==> src/rtl/sar_seq_pkg.sv <==
package sar_seq_pkg;

   localparam int BUS_W = 8;
   localparam logic [1:0] A_CTRL = 2'd0;
   localparam logic [1:0] A_CLKP = 2'd1;
   localparam logic [1:0] A_RESH = 2'd2;
   localparam logic [1:0] A_RESL = 2'd3;

   typedef enum logic [1:0] {
      ST_IDLE   = 2'd0,
      ST_SAMPLE = 2'd1,
      ST_SEARCH = 2'd2
   } sar_state_e;

   // log2 of the division for a clock-select code; the low two bits
   // give twice the exponent, a clear top bit adds one.
   function automatic logic [2:0] div_log2(input logic [2:0] sel);
      div_log2 = {sel[1:0], 1'b0} + {2'b00, ~sel[2]};
   endfunction

   function automatic logic sel_legal(input logic [2:0] sel);
      sel_legal = (sel[1:0] != 2'b11);
   endfunction

endpackage

==> src/rtl/sar_clk_div.sv <==
module sar_clk_div #(
   parameter int MAX_LOG = 5
) (
   input  logic       clk,
   input  logic       rst_n,
   input  logic       run,
   input  logic       restart,
   input  logic [2:0] sel,
   output logic       tick
);
   import sar_seq_pkg::*;

   localparam int CNT_W = (MAX_LOG < 1) ? 1 : MAX_LOG;

   generate
      if (MAX_LOG < 5) begin : g_bad_log
         $error("sar_clk_div: MAX_LOG must cover the division by 32");
      end
   endgenerate

   logic [CNT_W-1:0] cnt_q;
   logic [CNT_W:0]   limit;
   logic             active;

   assign active = run && sel_legal(sel);
   assign limit  = ({{CNT_W{1'b0}}, 1'b1} << div_log2(sel)) - 1'b1;
   assign tick   = active && ({1'b0, cnt_q} >= limit);

   always_ff @(posedge clk or negedge rst_n) begin
      if (!rst_n) begin
         cnt_q <= '0;
      end else if (restart || !active || tick) begin
         cnt_q <= '0;
      end else begin
         cnt_q <= cnt_q + 1'b1;
      end
   end

endmodule

==> src/rtl/sar_regs.sv <==
module sar_regs #(
   parameter int RES_W = 12,
   parameter int N_CH  = 4
) (
   input  logic             clk,
   input  logic             rst_n,
   input  logic             bus_wr,
   input  logic [1:0]       bus_addr,
   input  logic [7:0]       bus_wdata,
   output logic [7:0]       bus_rdata,
   input  logic             done,
   input  logic [RES_W-1:0] done_val,
   output logic             launch,
   output logic             abort,
   output logic             start_q,
   output logic             eoc_q,
   output logic [N_CH-1:0]  pins_q,
   output logic [1:0]       chan_q,
   output logic [1:0]       new_chan,
   output logic             poff_q,
   output logic [2:0]       sel_q,
   output logic [RES_W-1:0] res_q
);
   import sar_seq_pkg::*;

   localparam int LO_BITS = RES_W - 8;

   generate
      if (N_CH != 4) begin : g_bad_ch
         $error("sar_regs: control layout holds exactly four pin enables");
      end
      if (RES_W <= 8 || RES_W > 16) begin : g_bad_res
         $error("sar_regs: result must span two bytes");
      end
   endgenerate

   logic wr_ctrl, wr_clkp;

   assign wr_ctrl  = bus_wr && (bus_addr == A_CTRL);
   assign wr_clkp  = bus_wr && (bus_addr == A_CLKP);
   assign abort    = wr_ctrl && bus_wdata[7] && !start_q;
   assign launch   = wr_ctrl && !bus_wdata[7] && start_q;
   assign new_chan = bus_wdata[1:0];

   always_ff @(posedge clk or negedge rst_n) begin
      if (!rst_n) begin
         start_q <= 1'b0;
         pins_q  <= '0;
         chan_q  <= '0;
      end else if (wr_ctrl) begin
         start_q <= bus_wdata[7];
         pins_q  <= bus_wdata[5:2];
         chan_q  <= bus_wdata[1:0];
      end
   end

   always_ff @(posedge clk or negedge rst_n) begin
      if (!rst_n) begin
         poff_q <= 1'b0;
         sel_q  <= 3'b000;
      end else if (wr_clkp) begin
         poff_q <= bus_wdata[6];
         sel_q  <= bus_wdata[2:0];
      end
   end

   always_ff @(posedge clk or negedge rst_n) begin
      if (!rst_n) begin
         eoc_q <= 1'b1;
      end else if (abort) begin
         eoc_q <= 1'b1;
      end else if (done) begin
         eoc_q <= 1'b0;
      end
   end

   always_ff @(posedge clk or negedge rst_n) begin
      if (!rst_n) begin
         res_q <= '0;
      end else if (done && !abort) begin
         res_q <= done_val;
      end
   end

   logic [7:0] res_hi, res_lo;
   assign res_hi = res_q[RES_W-1 -: 8];

   generate
      if (LO_BITS == 8) begin : g_lo_full
         assign res_lo = res_q[7:0];
      end else begin : g_lo_part
         assign res_lo = {res_q[LO_BITS-1:0], {(8-LO_BITS){1'b0}}};
      end
   endgenerate

   always_comb begin
      unique case (bus_addr)
         A_CTRL:  bus_rdata = {start_q, eoc_q, pins_q, chan_q};
         A_CLKP:  bus_rdata = {1'b0, poff_q, 3'b000, sel_q};
         A_RESH:  bus_rdata = res_hi;
         default: bus_rdata = res_lo;
      endcase
   end

endmodule

==> src/rtl/sar_engine.sv <==
module sar_engine #(
   parameter int RES_W = 12
) (
   input  logic             clk,
   input  logic             rst_n,
   input  logic             tick,
   input  logic             launch,
   input  logic             abort,
   input  logic [1:0]       launch_chan,
   input  logic             cmp_in,
   output logic [RES_W-1:0] trial,
   output logic [1:0]       chan,
   output logic             done,
   output logic [RES_W-1:0] done_val
);
   import sar_seq_pkg::*;

   localparam int IDX_W = $clog2(RES_W);
   localparam logic [IDX_W-1:0] TOP_IDX = IDX_W'(RES_W - 1);

   sar_state_e       st_q;
   logic [RES_W-1:0] sar_q;
   logic [IDX_W-1:0] idx_q;
   logic [RES_W-1:0] decided;

   always_comb begin
      decided = sar_q;
      if (!cmp_in) decided[idx_q] = 1'b0;
   end

   assign done     = (st_q == ST_SEARCH) && tick && (idx_q == '0) && !abort;
   assign done_val = decided;
   assign trial    = sar_q;

   always_ff @(posedge clk or negedge rst_n) begin
      if (!rst_n) begin
         st_q  <= ST_IDLE;
         sar_q <= '0;
         idx_q <= '0;
         chan  <= '0;
      end else if (abort) begin
         st_q <= ST_IDLE;
      end else if (launch) begin
         st_q  <= ST_SAMPLE;
         sar_q <= '0;
         chan  <= launch_chan;
      end else if (tick) begin
         unique case (st_q)
            ST_SAMPLE: begin
               st_q           <= ST_SEARCH;
               sar_q          <= '0;
               sar_q[TOP_IDX] <= 1'b1;
               idx_q          <= TOP_IDX;
            end
            ST_SEARCH: begin
               if (idx_q == '0) begin
                  st_q  <= ST_IDLE;
                  sar_q <= decided;
               end else begin
                  sar_q            <= decided;
                  sar_q[idx_q - 1] <= 1'b1;
                  idx_q            <= idx_q - 1'b1;
               end
            end
            default: st_q <= ST_IDLE;
         endcase
      end
   end

endmodule

==> src/rtl/sar_seq_top.sv <==
module sar_seq_top #(
   parameter int RES_W   = 12,
   parameter int N_CH    = 4,
   parameter int MAX_LOG = 5
) (
   input  logic             clk,
   input  logic             rst_n,
   input  logic             bus_wr,
   input  logic [1:0]       bus_addr,
   input  logic [7:0]       bus_wdata,
   output logic [7:0]       bus_rdata,
   input  logic             cmp_in,
   output logic [RES_W-1:0] trial_code,
   output logic [1:0]       chan_sel,
   output logic [N_CH-1:0]  pin_analog,
   output logic             adc_pd,
   output logic             conv_tick
);

   logic             launch, abort, done;
   logic             start_q, eoc_q, poff_q;
   logic [N_CH-1:0]  pins_q;
   logic [1:0]       chan_q, new_chan;
   logic [2:0]       sel_q;
   logic [RES_W-1:0] res_q, done_val;

   sar_regs #(.RES_W(RES_W), .N_CH(N_CH)) u_regs (
      .clk(clk), .rst_n(rst_n),
      .bus_wr(bus_wr), .bus_addr(bus_addr), .bus_wdata(bus_wdata),
      .bus_rdata(bus_rdata),
      .done(done), .done_val(done_val),
      .launch(launch), .abort(abort),
      .start_q(start_q), .eoc_q(eoc_q), .pins_q(pins_q),
      .chan_q(chan_q), .new_chan(new_chan),
      .poff_q(poff_q), .sel_q(sel_q), .res_q(res_q)
   );

   assign adc_pd     = poff_q || (pins_q == '0);
   assign pin_analog = pins_q;

   sar_clk_div #(.MAX_LOG(MAX_LOG)) u_div (
      .clk(clk), .rst_n(rst_n),
      .run(!adc_pd), .restart(launch || abort),
      .sel(sel_q), .tick(conv_tick)
   );

   sar_engine #(.RES_W(RES_W)) u_eng (
      .clk(clk), .rst_n(rst_n),
      .tick(conv_tick), .launch(launch), .abort(abort),
      .launch_chan(new_chan), .cmp_in(cmp_in),
      .trial(trial_code), .chan(chan_sel),
      .done(done), .done_val(done_val)
   );

endmodule

==> config.mk <==
export PLATFORM = sky130hd
export DESIGN_NAME = sar_seq_top
export DESIGN_NICKNAME = d
export VERILOG_FILES = /design/src/rtl/sar_seq_pkg.sv /design/src/rtl/sar_clk_div.sv /design/src/rtl/sar_regs.sv /design/src/rtl/sar_engine.sv /design/src/rtl/sar_seq_top.sv
export SDC_FILE = /design/constraint.sdc
export NUM_CORES = 1
export LEC_CHECK = 0
export BUFFER_PORTS_ARGS = -buffer_cell sky130_fd_sc_hd__buf_2
export CAP_MARGIN = 15
export CORE_MARGIN = 3
export CORE_UTILIZATION = 40
export CTS_BUF_LIST = sky130_fd_sc_hd__clkbuf_8
export CTS_CLUSTER_DIAMETER = 40
export DETAILED_ROUTE_END_ITERATION = 8
export SLEW_MARGIN = 40
export SYNTH_ARGS = -nofsm -noshare
export SYNTH_HDL_FRONTEND = slang
export SYNTH_SLANG_ARGS = --single-unit
==> constraint.sdc <==
create_clock -name clk -period 6.7 [get_ports clk]
set_input_delay 0.335 -clock clk [delete_from_list [all_inputs] [get_ports clk]]
set_output_delay 0.335 -clock clk [all_outputs]
set_load 0.005 [all_outputs]
==> metrics.md, run 1 <==
| Metric | Value |
|---|---|
| Syn_nets | `285` |
| Total CTS buffers | `5` |
| Met2 Use GR | `a little under a quarter` |
| HP Class | `in -> async` |
| GR Util met3 | `2.84%` |
| Adder-cell area share of the yosys netlist | `6.22%` |
| Final Hold Fails | `0` |
| # port buffers | `41` |
| Max-cap viol count | `0` |
| Placed insts | `around 380` |
| Ant. Diodes | `0` |
| Synthesized area | `roughly 0.0028 sq mm` |
| Area share of xor/xnor cells in the synthesized design | `about 1.6%` |
| Largest net degree at the start of global routing | `50` |
| Crit Path Category | `reg -> reg` |
| Router iterations before antenna repair | `4` |
| Die area | `0.00808 sq mm` |
| Status | `finished, final reports clean` |
| Worst-Margin Slew | `approximately 0.74 ns` |
| Syn_area_per_cell | `around 11 sq um` |
| Initial antenna violation count | `0` |
| CP Data Required Time | `roughly 6.9 ns` |
| Post-DP HPWL | `between 4 and 5 mm` |
| Cts hold-fix bufs | `0` |
| Power Density | `253 mW/mm^2` |
| Post-CTS Resized | `0` |
| Routed length per instance | `about 16 um` |
| Starting density of the core | `between 40% and 50%` |
| I/O pins | `42` |
| Post-synth EDFFs | `0` |
| Skew final | `0.00887 ns` |
| Crit start category | `flip-flop` |
| Initial DRC Count | `110` |
| Slew Viols, Final | `0` |
| # clock sinks | `between 40 and 50` |
| Number of global-route vias before repair | `approximately 2,000` |
| Maximum VDD drop | `92.1 uV` |
| Post-synthesis sequential area ratio | `43.6%` |
| Worst-Skew Late Latency | `just over 0.3 ns` |
| DRC | `0` |
| CTS tree | `built` |
| Row cnt | `29` |
| Remaining antenna violation count | `0` |
| TNS Setup | `0 ns` |
| Grt ovf | `0` |
| CTS clk-pin slew, worst paths | `about 0.090 ns` |
| Area grow syn2layout | `14.3%` |
| Multi-input gate area | `~0.0015 sq mm` |
| Slew headroom | `between 50% and 60%` |
| Storage cell area | `0.00123 sq mm` |
| GP Congestion | `about 0.86` |
| Period utilisation layout | `about two fifths` |
| Ys Warns | `0` |
| Worst Path Max Fanout | `13` |
| Seq cells post-synth | `49` |
| Total core area | `between 0.006 and 0.007 sq mm` |
| Ys flop type | `dfrtp_1` |
| Die Y | `around 90 um` |
| Nets | `approximately 320` |
| Synth Area in Compound Gates | `between 10% and 20%` |
| Die width | `89.9 um` |
| Drt total wl | `6.08 mm` |
| Total number of vias | `around 2,000` |
| Ys async rst share | `100%` |
| Vias per cell | `roughly 5.2` |
| P_leak | `1.60 nW` |
| Count of endpoints failing setup in the final report | `0` |
| Mux share of post-synthesis cell area | `14.4%` |
| CTS H-tree depth | `2` |
| Most Crowded Layer GR | `met2` |
| CTS max path bufs | `2` |
| Filler Cell Count | `around 630` |
| Crit end category | `flip-flop` |
| RSZ-0062 raised after global routing | `false` |
| Tot GR Track Use | `roughly 16%` |
| First-pass GRT wire length | `between 10 and 15 mm` |
| Critical Path AT | `slightly below 3 ns` |
| Highest clock rate | `0.370 GHz` |
| Post-Synthesis Cells | `257` |
| Min Tclk post-route | `2.70 ns` |
| Synth unique cells | `50` |
| Share of layout cells above drive strength 1 | `approximately 29%` |
| Met1 usage | `between 20% and 30%` |
| Simple-Gate Fraction of Synth Area | `around 16%` |
| Largest family of logic cells by synthesized area | `simple AND/OR/NAND/NOR gates` |
| Setup bufs post-CTS | `0` |
| Final Non-Filler Cells | `between 300 and 400` |
| CTS root buf | `clkbuf_8` |
worst paths after layout:
kind | from | endpoint | slack, ns | depth (start not counted)
max in group asynchronous | rst_n | u_regs.start_q | 6.24 | 1
setup reg to reg | u_regs.sel_q[1] | u_regs.res_q[0] | 4.00 | 9
setup / recovery | u_regs.sel_q[1] | u_regs.res_q[0] | 4.00 | 9
hold / removal | rst_n | u_eng.chan[0] | 0.02 | 1
hold reg to reg | u_regs.res_q[2] | u_regs.res_q[2] | 0.50 | 1
min in group clk | bus_wdata[3] | u_regs.pins_q[1] | 0.25 | 2
where the power goes:
part           total, mW  leakage [nW]  switching (mW)  internal [mW]
Sequential         0.366         0.652          0.0391          0.326
Clock              0.256        0.0687           0.106          0.150
Combinational      0.192         0.875           0.108         0.0844
through the flow:
stage               utilization [%]  instance area, sq um  setup slack, ns  hold WS [ns]  power (mW)
detailed placement             46.9                  3080             3.98         0.397       0.565
floorplan                         -                  2820             4.42        0.0394       0.498
global route                   49.0                  3220             3.80        0.0781       0.860
CTS                            49.0                  3220             3.97        0.0556       0.825
finish                         49.0                  3220             4.00        0.0196       0.814
global placement               46.8                  3070             4.06         0.469       0.565
area by class of cell:
| type | count | area share, % |
|---|---|---|
| clock buffers | 5 | 2.14 |
| clock inverters | 3 | 2.14 |
| inverters | 11 | 1.28 |
| multi-input cells | 188 | 46.3 |
| flip-flops and latches | 49 | 38.1 |
| well taps | 93 | 3.61 |
| repair buffers | 41 | 6.45 |
flip-flops by register name, summed over array words and instances (netlist names):
name and count:
u_regs.start_q 1, u_eng.st_q 2, u_eng.idx_q 4, u_regs.pins_q 4
u_regs.res_q 12, u_div.cnt_q 5, u_regs.chan_q 2, u_regs.sel_q 3
u_regs.eoc_q 1, u_eng.chan 2, u_regs.poff_q 1, u_eng.trial 12
cells by family (layout without fill, tap and decap cells):
group	Yosys count	after routing
xor gates and xnor gates	5	5
muxes	33	33
buffers and inverters	20	60
adders and majority gates	14	14
DFF	49	49
and+or+nand+nor	79	79
AOI/OAI and AO/OA	57	57
cell usage after synthesis, types with 8 or more instances:
cell type   n  share of area [%]
dfrtp_1    48                 43
nor2_1     22                2.9
o21ai_0    15                2.7
ha_1       14                6.2
a21boi_0   12                3.2
mux2_2     12                4.8
and3_1     11                2.4
inv_1      11                1.5
nand2_1    11                1.5
a221o_1    10                3.6
mux2_4      9                4.8
nand3_1     9                1.6
mux2i_1     8                2.8
critical path: stages (launching register included):
cell	delay [ns]
dfrtp_1	0.46
nor2_1	0.15
nand2_1	0.08
ha_1	0.26
nand2b_1	0.09
a21oi_1	0.06
o21a_1	0.25
nand2b_4	0.20
nor3_4	0.66
mux2_1	0.38
metal layers:
| metal | routed length [um] | up-vias |
|---|---|---|
| met5 | 0 | - |
| met2 | 2750 | 39 |
| li1 | - | 1005 |
| met4 | 105 | 0 |
| met1 | 3010 | 990 |
| met3 | 208 | 8 |
cell usage in the layout (no fill, tap or decap), types with 2 or more instances in the layout:
| cell | synthesis | routed |
|---|---|---|
| nand2_2 | 3 | 3 |
| mux2_1 | 3 | 3 |
| mux2_2 | 12 | 12 |
| a21oi_1 | 6 | 6 |
| a31oi_1 | 2 | 2 |
| ha_1 | 14 | 14 |
| xnor2_1 | 2 | 2 |
| a21o_1 | 2 | 2 |
| xor2_1 | 3 | 3 |
| dfrtp_1 | 48 | 48 |
| inv_1 | 11 | 11 |
| nand2b_1 | 3 | 3 |
| bufinv_16 | 0 | 2 |
| nor2b_1 | 5 | 5 |
| nor2_2 | 1 | 2 |
| mux2i_1 | 8 | 8 |
| o21ai_0 | 15 | 15 |
| clkbuf_8 | 0 | 5 |
| nand3_1 | 9 | 9 |
| nand3b_1 | 2 | 2 |
| a22o_1 | 2 | 2 |
| and3_1 | 11 | 11 |
| nor2_1 | 22 | 21 |
| nand2_1 | 11 | 11 |
| nor3b_4 | 2 | 2 |
| a221o_1 | 10 | 10 |
| a21boi_0 | 12 | 12 |
| mux2_4 | 9 | 9 |
| buf_2 | 2 | 40 |
Note: power is estimated with default switching activity, not from simulation.
==> inputs of run 2 (changes only) <==
==> constraint.sdc (replaced) <==
create_clock -name clk -period 2.8 [get_ports clk]
set_input_delay 0.14 -clock clk [delete_from_list [all_inputs] [get_ports clk]]
set_output_delay 0.14 -clock clk [all_outputs]
set_load 0.005 [all_outputs]
==> run 2 against run 1 <==
Compared with the run above: die area did not move; largest cell class unchanged; maximum frequency rose by 9.7%; first-iteration DRC count rose by 10%; core utilization rose by 0.23 points; cell area rose by 0.47%; critical path type unchanged; combinational power rose to 2.6 times the previous value.
==> metrics.md, run 2 (synthesized netlist as in run 1, its figures left out) <==
| Metric | Value |
|---|---|
| Min Tclk post-route | `2.46 ns (was 2.70 ns)` |
| Router iterations before antenna repair | `4 (unchanged)` |
| Psw | `601 uW (was 253 uW)` |
| Crit path cell chain | `nor2_1, nand2_1, ha_1, nand2b_1, a21oi_1, o21a_1, nand2b_4, nor3_4, buf_4, mux2_1 (was nor2_1, nand2_1, ha_1, nand2b_1, a21oi_1, o21a_1, nand2b_4, nor3_4, mux2_1)` |
| P_leak | `1.61 nW (was 1.60 nW)` |
| Critical Path AT | `2.65 ns (was 2.89 ns)` |
| Starting density of the core | `42.9% (unchanged)` |
| Power Density | `582 mW/mm^2 (was 253 mW/mm^2)` |
| Post-CTS Resized | `0 (unchanged)` |
| Crit Path Category | `reg -> reg (unchanged)` |
| Commonest non-fill, non-tap cells in the layout | `dfrtp_1 (48), buf_2 (40), nor2_1 (21) (unchanged)` |
| Die width | `89.9 um (unchanged)` |
| Multi-input gate area | `0.00149 sq mm (about the same)` |
| FF-to-FF setup slack | `0.34 ns (was 4.00 ns)` |
| Skew final | `0.00533 ns (was 0.00887 ns)` |
| CTS clk-pin slew, worst paths | `0.09 ns (about the same)` |
| Number of global-route vias before repair | `2,032 (was 1,966)` |
| CTS root buf | `clkbuf_8 (unchanged)` |
| Highest clock rate | `0.406 GHz (was 0.370 GHz)` |
| Share of layout cells above drive strength 1 | `28.8% (was 28.6%)` |
| Routed length per instance | `15.6 um (about the same)` |
| Slew headroom | `53.1% (was 50.4%)` |
| Grt ovf | `0 (unchanged)` |
| Die area | `0.00808 sq mm (unchanged)` |
| CTS tree | `built (unchanged)` |
| Setup bufs post-CTS | `0 (unchanged)` |
| Area grow syn2layout | `14.9% (was 14.3%)` |
| HP Class | `in -> reg (was in -> async)` |
| GP Congestion | `0.839 (was 0.857)` |
| Largest net degree at the start of global routing | `50 (unchanged)` |
| Ant. Diodes | `0 (unchanged)` |
| Initial DRC Count | `121 (was 110)` |
| Total number of vias | `2,037 (was 2,042)` |
| Nets | `329 (was 324)` |
| Post-DP HPWL | `4.53 mm (was 4.44 mm)` |
| Die Y | `89.9 um (unchanged)` |
| Crit start category | `flip-flop (unchanged)` |
| # port buffers | `41 (unchanged)` |
| Sw frac | `31.9% (was 31.0%)` |
| Hold WS | `0.0685 ns (was 0.0196 ns)` |
| Worst Path Max Fanout | `13 (unchanged)` |
| Most common cell after layout, fill and taps aside | `dfrtp_1 (unchanged)` |
| Count of endpoints failing setup in the final report | `0 (unchanged)` |
| Slowest-stage cell, CP | `dfrtp_1 (was nor3_4)` |
| Status | `finished, final reports clean (unchanged)` |
| I/O pins | `42 (unchanged)` |
| DRC | `0 (unchanged)` |
| Storage cell area | `0.00123 sq mm (unchanged)` |
| Total CTS buffers | `5 (unchanged)` |
| Drt total wl | `6.16 mm (was 6.08 mm)` |
| Tot GR Track Use | `15.5% (about the same)` |
| Vias per cell | `5.16 (was 5.24)` |
| Initial antenna violation count | `0 (unchanged)` |
| Crit end category | `flip-flop (unchanged)` |
| Worst-Margin Slew | `0.702 ns (was 0.742 ns)` |
| Period utilisation layout | `87.9% (was 40.3%)` |
| CTS max path bufs | `2 (unchanged)` |
| CTS H-tree depth | `2 (unchanged)` |
| Comb pwr share | `26.7% (was 23.6%)` |
| Total core area | `0.00657 sq mm (unchanged)` |
| Worst-Skew Late Latency | `0.29 ns (was 0.31 ns)` |
| # clock sinks | `49 (unchanged)` |
| Remaining antenna violation count | `0 (unchanged)` |
| Slew Viols, Final | `0 (unchanged)` |
| Final Hold Fails | `0 (unchanged)` |
| Row cnt | `29 (unchanged)` |
| Clk pwr share | `27.7% (was 31.4%)` |
| TNS Setup | `0 ns (unchanged)` |
| Reg power frac | `45.6% (was 44.9%)` |
| Maximum VDD drop | `272 uV (was 92.1 uV)` |
| RSZ-0062 raised after global routing | `false (unchanged)` |
| First-pass GRT wire length | `10.4 mm (was 10.2 mm)` |
| Max-cap viol count | `0 (unchanged)` |
| CP Data Required Time | `2.98 ns (was 6.89 ns)` |
| Crit-path max cell delay | `0.45 ns (was 0.66 ns)` |
| Pint | `1.28 mW (was 561 uW)` |
| Filler Cell Count | `604 (was 627)` |
## run 2: timing repair
item / in CTS / in global routing
setup endpoints to repair: 0 / 0
endpoints found under the hold margin: 48 / 0
hold buffers: 1 / 0
## run 2: through the flow
step                      cell area (sq um)  power, mW  util [%]  cells  worst slack, ns
after floorplan                        2820       1.19         -    257            0.521
after global placement                 3100       1.37      47.3    386            0.195
after global routing                   3240       2.01      49.3    395            0.173
after detailed placement               3110       1.38      47.3    386            0.339
final                                  3240       1.88      49.3    395            0.338
after CTS                              3240       1.90      49.3    395            0.323
## run 2: per-layer routing
| metal | part of all wire (%) | global-route usage [%] | up-vias |
|---|---|---|---|
| met5 | 0 | 0 | - |
| met4 | 0.80 | 3.83 | 0 |
| met3 | 3.4 | 2.84 | 4 |
| met2 | 46 | 24.9 | 34 |
| met1 | 50 | 21.8 | 978 |
| li1 | - | - | 1021 |
## run 2: layout make-up
| cell class | count | share of cell area (%) |
|---|---|---|
| inverter | 11 | 1.28 |
| clock buffer | 6 | 2.55 |
| tap | 93 | 3.60 |
| clock inverter | 2 | 1.04 |
| multi-input combinational | 188 | 45.9 |
| sequential | 49 | 37.9 |
| timing repair buffer | 46 | 7.66 |
## run 2: critical path: cells and delay by family (launching register included)
kind,cells,cell delay [ns]
simple gates,5,0.72
buf+inv,1,0.26
compound gates,2,0.31
flops,1,0.45
mux,1,0.34
fa+ha+maj,1,0.27
## run 2: power groups by stage
stage	Sequential [mW]	Clock (mW)	Combinational (mW)
after floorplan	0.859	0	0.332
after global placement	0.871	0	0.498
after detailed placement	0.875	0	0.501
after CTS	0.861	0.539	0.504
after global routing	0.873	0.575	0.563
final	0.859	0.522	0.503
## run 2: worst paths after layout
path,start,end,cells after the start
max,u_regs.sel_q[0],u_regs.res_q[2],10
min,bus_wdata[5],u_regs.pins_q[3],2
max reg2reg,u_regs.sel_q[0],u_regs.res_q[2],10
min reg2reg,u_div.cnt_q[0],u_div.cnt_q[0],1
max in group asynchronous,rst_n,u_eng.trial[8],2
min in group asynchronous,rst_n,u_eng.chan[1],2
==> inputs of run 3 (changes only) <==
--- a/config.mk
+++ b/config.mk
@@ -9,7 +9,6 @@
 export CAP_MARGIN = 15
 export CORE_MARGIN = 3
 export CORE_UTILIZATION = 40
-export CTS_BUF_LIST = sky130_fd_sc_hd__clkbuf_8
 export CTS_CLUSTER_DIAMETER = 40
 export DETAILED_ROUTE_END_ITERATION = 8
 export SLEW_MARGIN = 40
==> run 3 against run 2 <==
Compared with the run above: cell area is the same; critical path depth unchanged; clock power is essentially flat; sequential power hardly changed; sequential share of layout area did not move; combinational power about the same; global-route usage unchanged; clock-buffer cell count increased by 1; clock skew is 0.0020 ns lower; non-clock buffer count unchanged; largest cell class unchanged; largest power group unchanged.
==> metrics.md, run 3 (synthesized netlist as in run 1, its figures left out) <==
| Metric | Value |
|---|---|
| Remaining antenna violation count | `0 (unchanged)` |
| CTS H-tree depth | `2 (unchanged)` |
| Critical Path AT | `2.65 ns (about the same)` |
| HP Class | `in -> reg (unchanged)` |
| Final Core Density | `49.3% (unchanged)` |
| Initial DRC Count | `121 (unchanged)` |
| Die width | `89.9 um (unchanged)` |
| Min Tclk post-route | `2.47 ns (was 2.46 ns)` |
| Max-cap viol count | `0 (unchanged)` |
| Hold WS | `0.0714 ns (was 0.0685 ns)` |
| CTS root buf | `clkbuf_8 (unchanged)` |
| Crit-path max cell delay | `0.45 ns (about the same)` |
| Post-DP Area | `0.00311 sq mm (unchanged)` |
| CP Data Required Time | `2.98 ns (about the same)` |
| Die area | `0.00808 sq mm (unchanged)` |
| Maximum VDD drop | `271 uV (was 272 uV)` |
| Power Density | `583 mW/mm^2 (was 582 mW/mm^2)` |
| Comb pwr share | `26.6% (was 26.7%)` |
| Highest clock rate | `0.405 GHz (was 0.406 GHz)` |
| Crit start category | `flip-flop (unchanged)` |
| First-pass GRT wire length | `10.4 mm (unchanged)` |
| Post-DP HPWL | `4.53 mm (unchanged)` |
| Slew Viols, Final | `0 (unchanged)` |
| Filler Cell Count | `604 (unchanged)` |
| I/O pins | `42 (unchanged)` |
| Hold Crit Endpoint | `u_regs.pins_q[3] (unchanged)` |
| Multi-input gate area | `0.00149 sq mm (unchanged)` |
| Storage cell area | `0.00123 sq mm (unchanged)` |
| Largest net degree at the start of global routing | `50 (unchanged)` |
| Tot GR Track Use | `15.5% (unchanged)` |
| Ant. Diodes | `0 (unchanged)` |
| Total CTS buffers | `5 (unchanged)` |
| Worst-Margin Slew | `0.700 ns (was 0.702 ns)` |
| Slew headroom | `53.3% (was 53.1%)` |
| Grt ovf | `0 (unchanged)` |
| Number of global-route vias before repair | `2,032 (unchanged)` |
| Area grow syn2layout | `14.9% (unchanged)` |
| Skew final | `0.00328 ns (was 0.00533 ns)` |
| Die Y | `89.9 um (unchanged)` |
| Most common cell after layout, fill and taps aside | `dfrtp_1 (unchanged)` |
| Crit path cell chain | `nor2_1, nand2_1, ha_1, nand2b_1, a21oi_1, o21a_1, nand2b_4, nor3_4, buf_4, mux2_1 (unchanged)` |
| Final Non-Filler Cells | `395 (unchanged)` |
| Final Hold Fails | `0 (unchanged)` |
| Worst Path Max Fanout | `13 (unchanged)` |
| Total core area | `0.00657 sq mm (unchanged)` |
| CTS clk-pin slew, worst paths | `0.09 ns (about the same)` |
| Worst-Skew Late Latency | `0.29 ns (about the same)` |
| Routed length per instance | `15.6 um (about the same)` |
| CTS tree | `built (unchanged)` |
| Placed insts | `386 (unchanged)` |
| Period utilisation layout | `88.2% (was 87.9%)` |
| DRC | `0 (unchanged)` |
| Vias per cell | `5.14 (was 5.16)` |
| RSZ-0062 raised after global routing | `false (unchanged)` |
| Commonest non-fill, non-tap cells in the layout | `dfrtp_1 (48), buf_2 (40), nor2_1 (21) (unchanged)` |
| Clk pwr share | `27.8% (was 27.7%)` |
| # port buffers | `41 (unchanged)` |
| Pre-CTS WS | `0.339 ns (unchanged)` |
| GP Congestion | `0.839 (unchanged)` |
| Min-delay src | `bus_wdata[5] (unchanged)` |
| Hold depth | `2 (unchanged)` |
| Initial antenna violation count | `0 (unchanged)` |
| Starting density of the core | `42.9% (unchanged)` |
| Post-Layout Inst Area | `0.00324 sq mm (unchanged)` |
| Status | `finished, final reports clean (unchanged)` |
| P_leak | `1.61 nW (about the same)` |
| Router iterations before antenna repair | `4 (unchanged)` |
| Reg2reg start | `u_regs.sel_q[0] (unchanged)` |
| Pint | `1.29 mW (was 1.28 mW)` |
| Post-route setup slack | `0.331 ns (was 0.338 ns)` |
| FF-to-FF setup slack | `0.33 ns (was 0.34 ns)` |
| Crit Path Category | `reg -> reg (unchanged)` |
| Psw | `598 uW (was 601 uW)` |
| Slowest-stage cell, CP | `dfrtp_1 (unchanged)` |
| Crit end category | `flip-flop (unchanged)` |
| Reg power frac | `45.6% (about the same)` |
| Setup bufs post-CTS | `0 (unchanged)` |
| Count of endpoints failing setup in the final report | `0 (unchanged)` |
| Total number of vias | `2,032 (was 2,037)` |
| Sw frac | `31.7% (was 31.9%)` |
| Reg-to-Reg End | `u_regs.res_q[2] (unchanged)` |
| # clock sinks | `49 (unchanged)` |
| Drt total wl | `6.15 mm (was 6.16 mm)` |
| Worst reg2reg path depth | `10 (unchanged)` |
| Row cnt | `29 (unchanged)` |
| Power consumption | `1.89 mW (was 1.88 mW)` |
| TNS Setup | `0 ns (unchanged)` |
| Share of layout cells above drive strength 1 | `28.8% (unchanged)` |
| CTS max path bufs | `2 (unchanged)` |
| Nets | `329 (unchanged)` |
==> run 3: cell types whose count changed in the layout (fill, tap and decap cells not counted) <==
cell      previous run  this run
inv_1               12        11
clkbuf_1             0         1
==> run 3: final cells by class <==
class | instances | share of cell area, %
Timing Repair Buffer | 46 | 7.66
Sequential cell | 49 | 37.9
Inverter | 11 | 1.28
Clock inverter | 1 | 0.928
Clock buffer | 7 | 2.67
Multi-Input combinational cell | 188 | 45.9
Tap cell | 93 | 3.60
==> run 3: layer usage <==
layer	share of wire, %	global-route usage (%)	vias to the layer above
li1	-	-	1022
met1	49	21.8	963
met2	46	24.9	45
met3	3.7	2.84	2
met4	0.63	3.83	0
met5	0	0	-
==> run 3: worst max-delay path by stage <==
stage / from / to / slack [ns] / cells after the start
2_1_floorplan: u_regs.sel_q[0] / u_regs.res_q[10] / 0.52 / 10
6_report: u_regs.sel_q[0] / u_regs.res_q[2] / 0.33 / 10
5_1_grt: u_regs.sel_q[0] / u_regs.res_q[0] / 0.17 / 10
4_1_cts: u_regs.sel_q[1] / u_regs.res_q[1] / 0.32 / 10
3_5_place_dp: u_regs.sel_q[0] / u_regs.res_q[1] / 0.34 / 10
3_3_place_gp: u_regs.sel_q[0] / u_eng.trial[0] / 0.20 / 9
==> run 3: power by group through the flow <==
stage | registers (mW) | clock network (mW) | logic, mW
after floorplan | 0.859 | 0 | 0.332
after global placement | 0.871 | 0 | 0.498
after detailed placement | 0.875 | 0 | 0.501
after CTS | 0.861 | 0.542 | 0.504
after global routing | 0.873 | 0.578 | 0.563
final | 0.860 | 0.524 | 0.502
==> run 3: worst max-delay path: cells and delay by family (launching register included) <==
| kind | cells | cell delay, ns |
|---|---|---|
| simple gates | 5 | 0.72 |
| mux | 1 | 0.34 |
| fa+ha+maj | 1 | 0.27 |
| buf+inv | 1 | 0.26 |
| compound gates | 2 | 0.31 |
| flops | 1 | 0.45 |
==> run 3: what timing repair did <==
item                                   CTS  global route
endpoints found under the hold margin   48             0
gates resized for setup                  0             0
hold buffers                             1             0
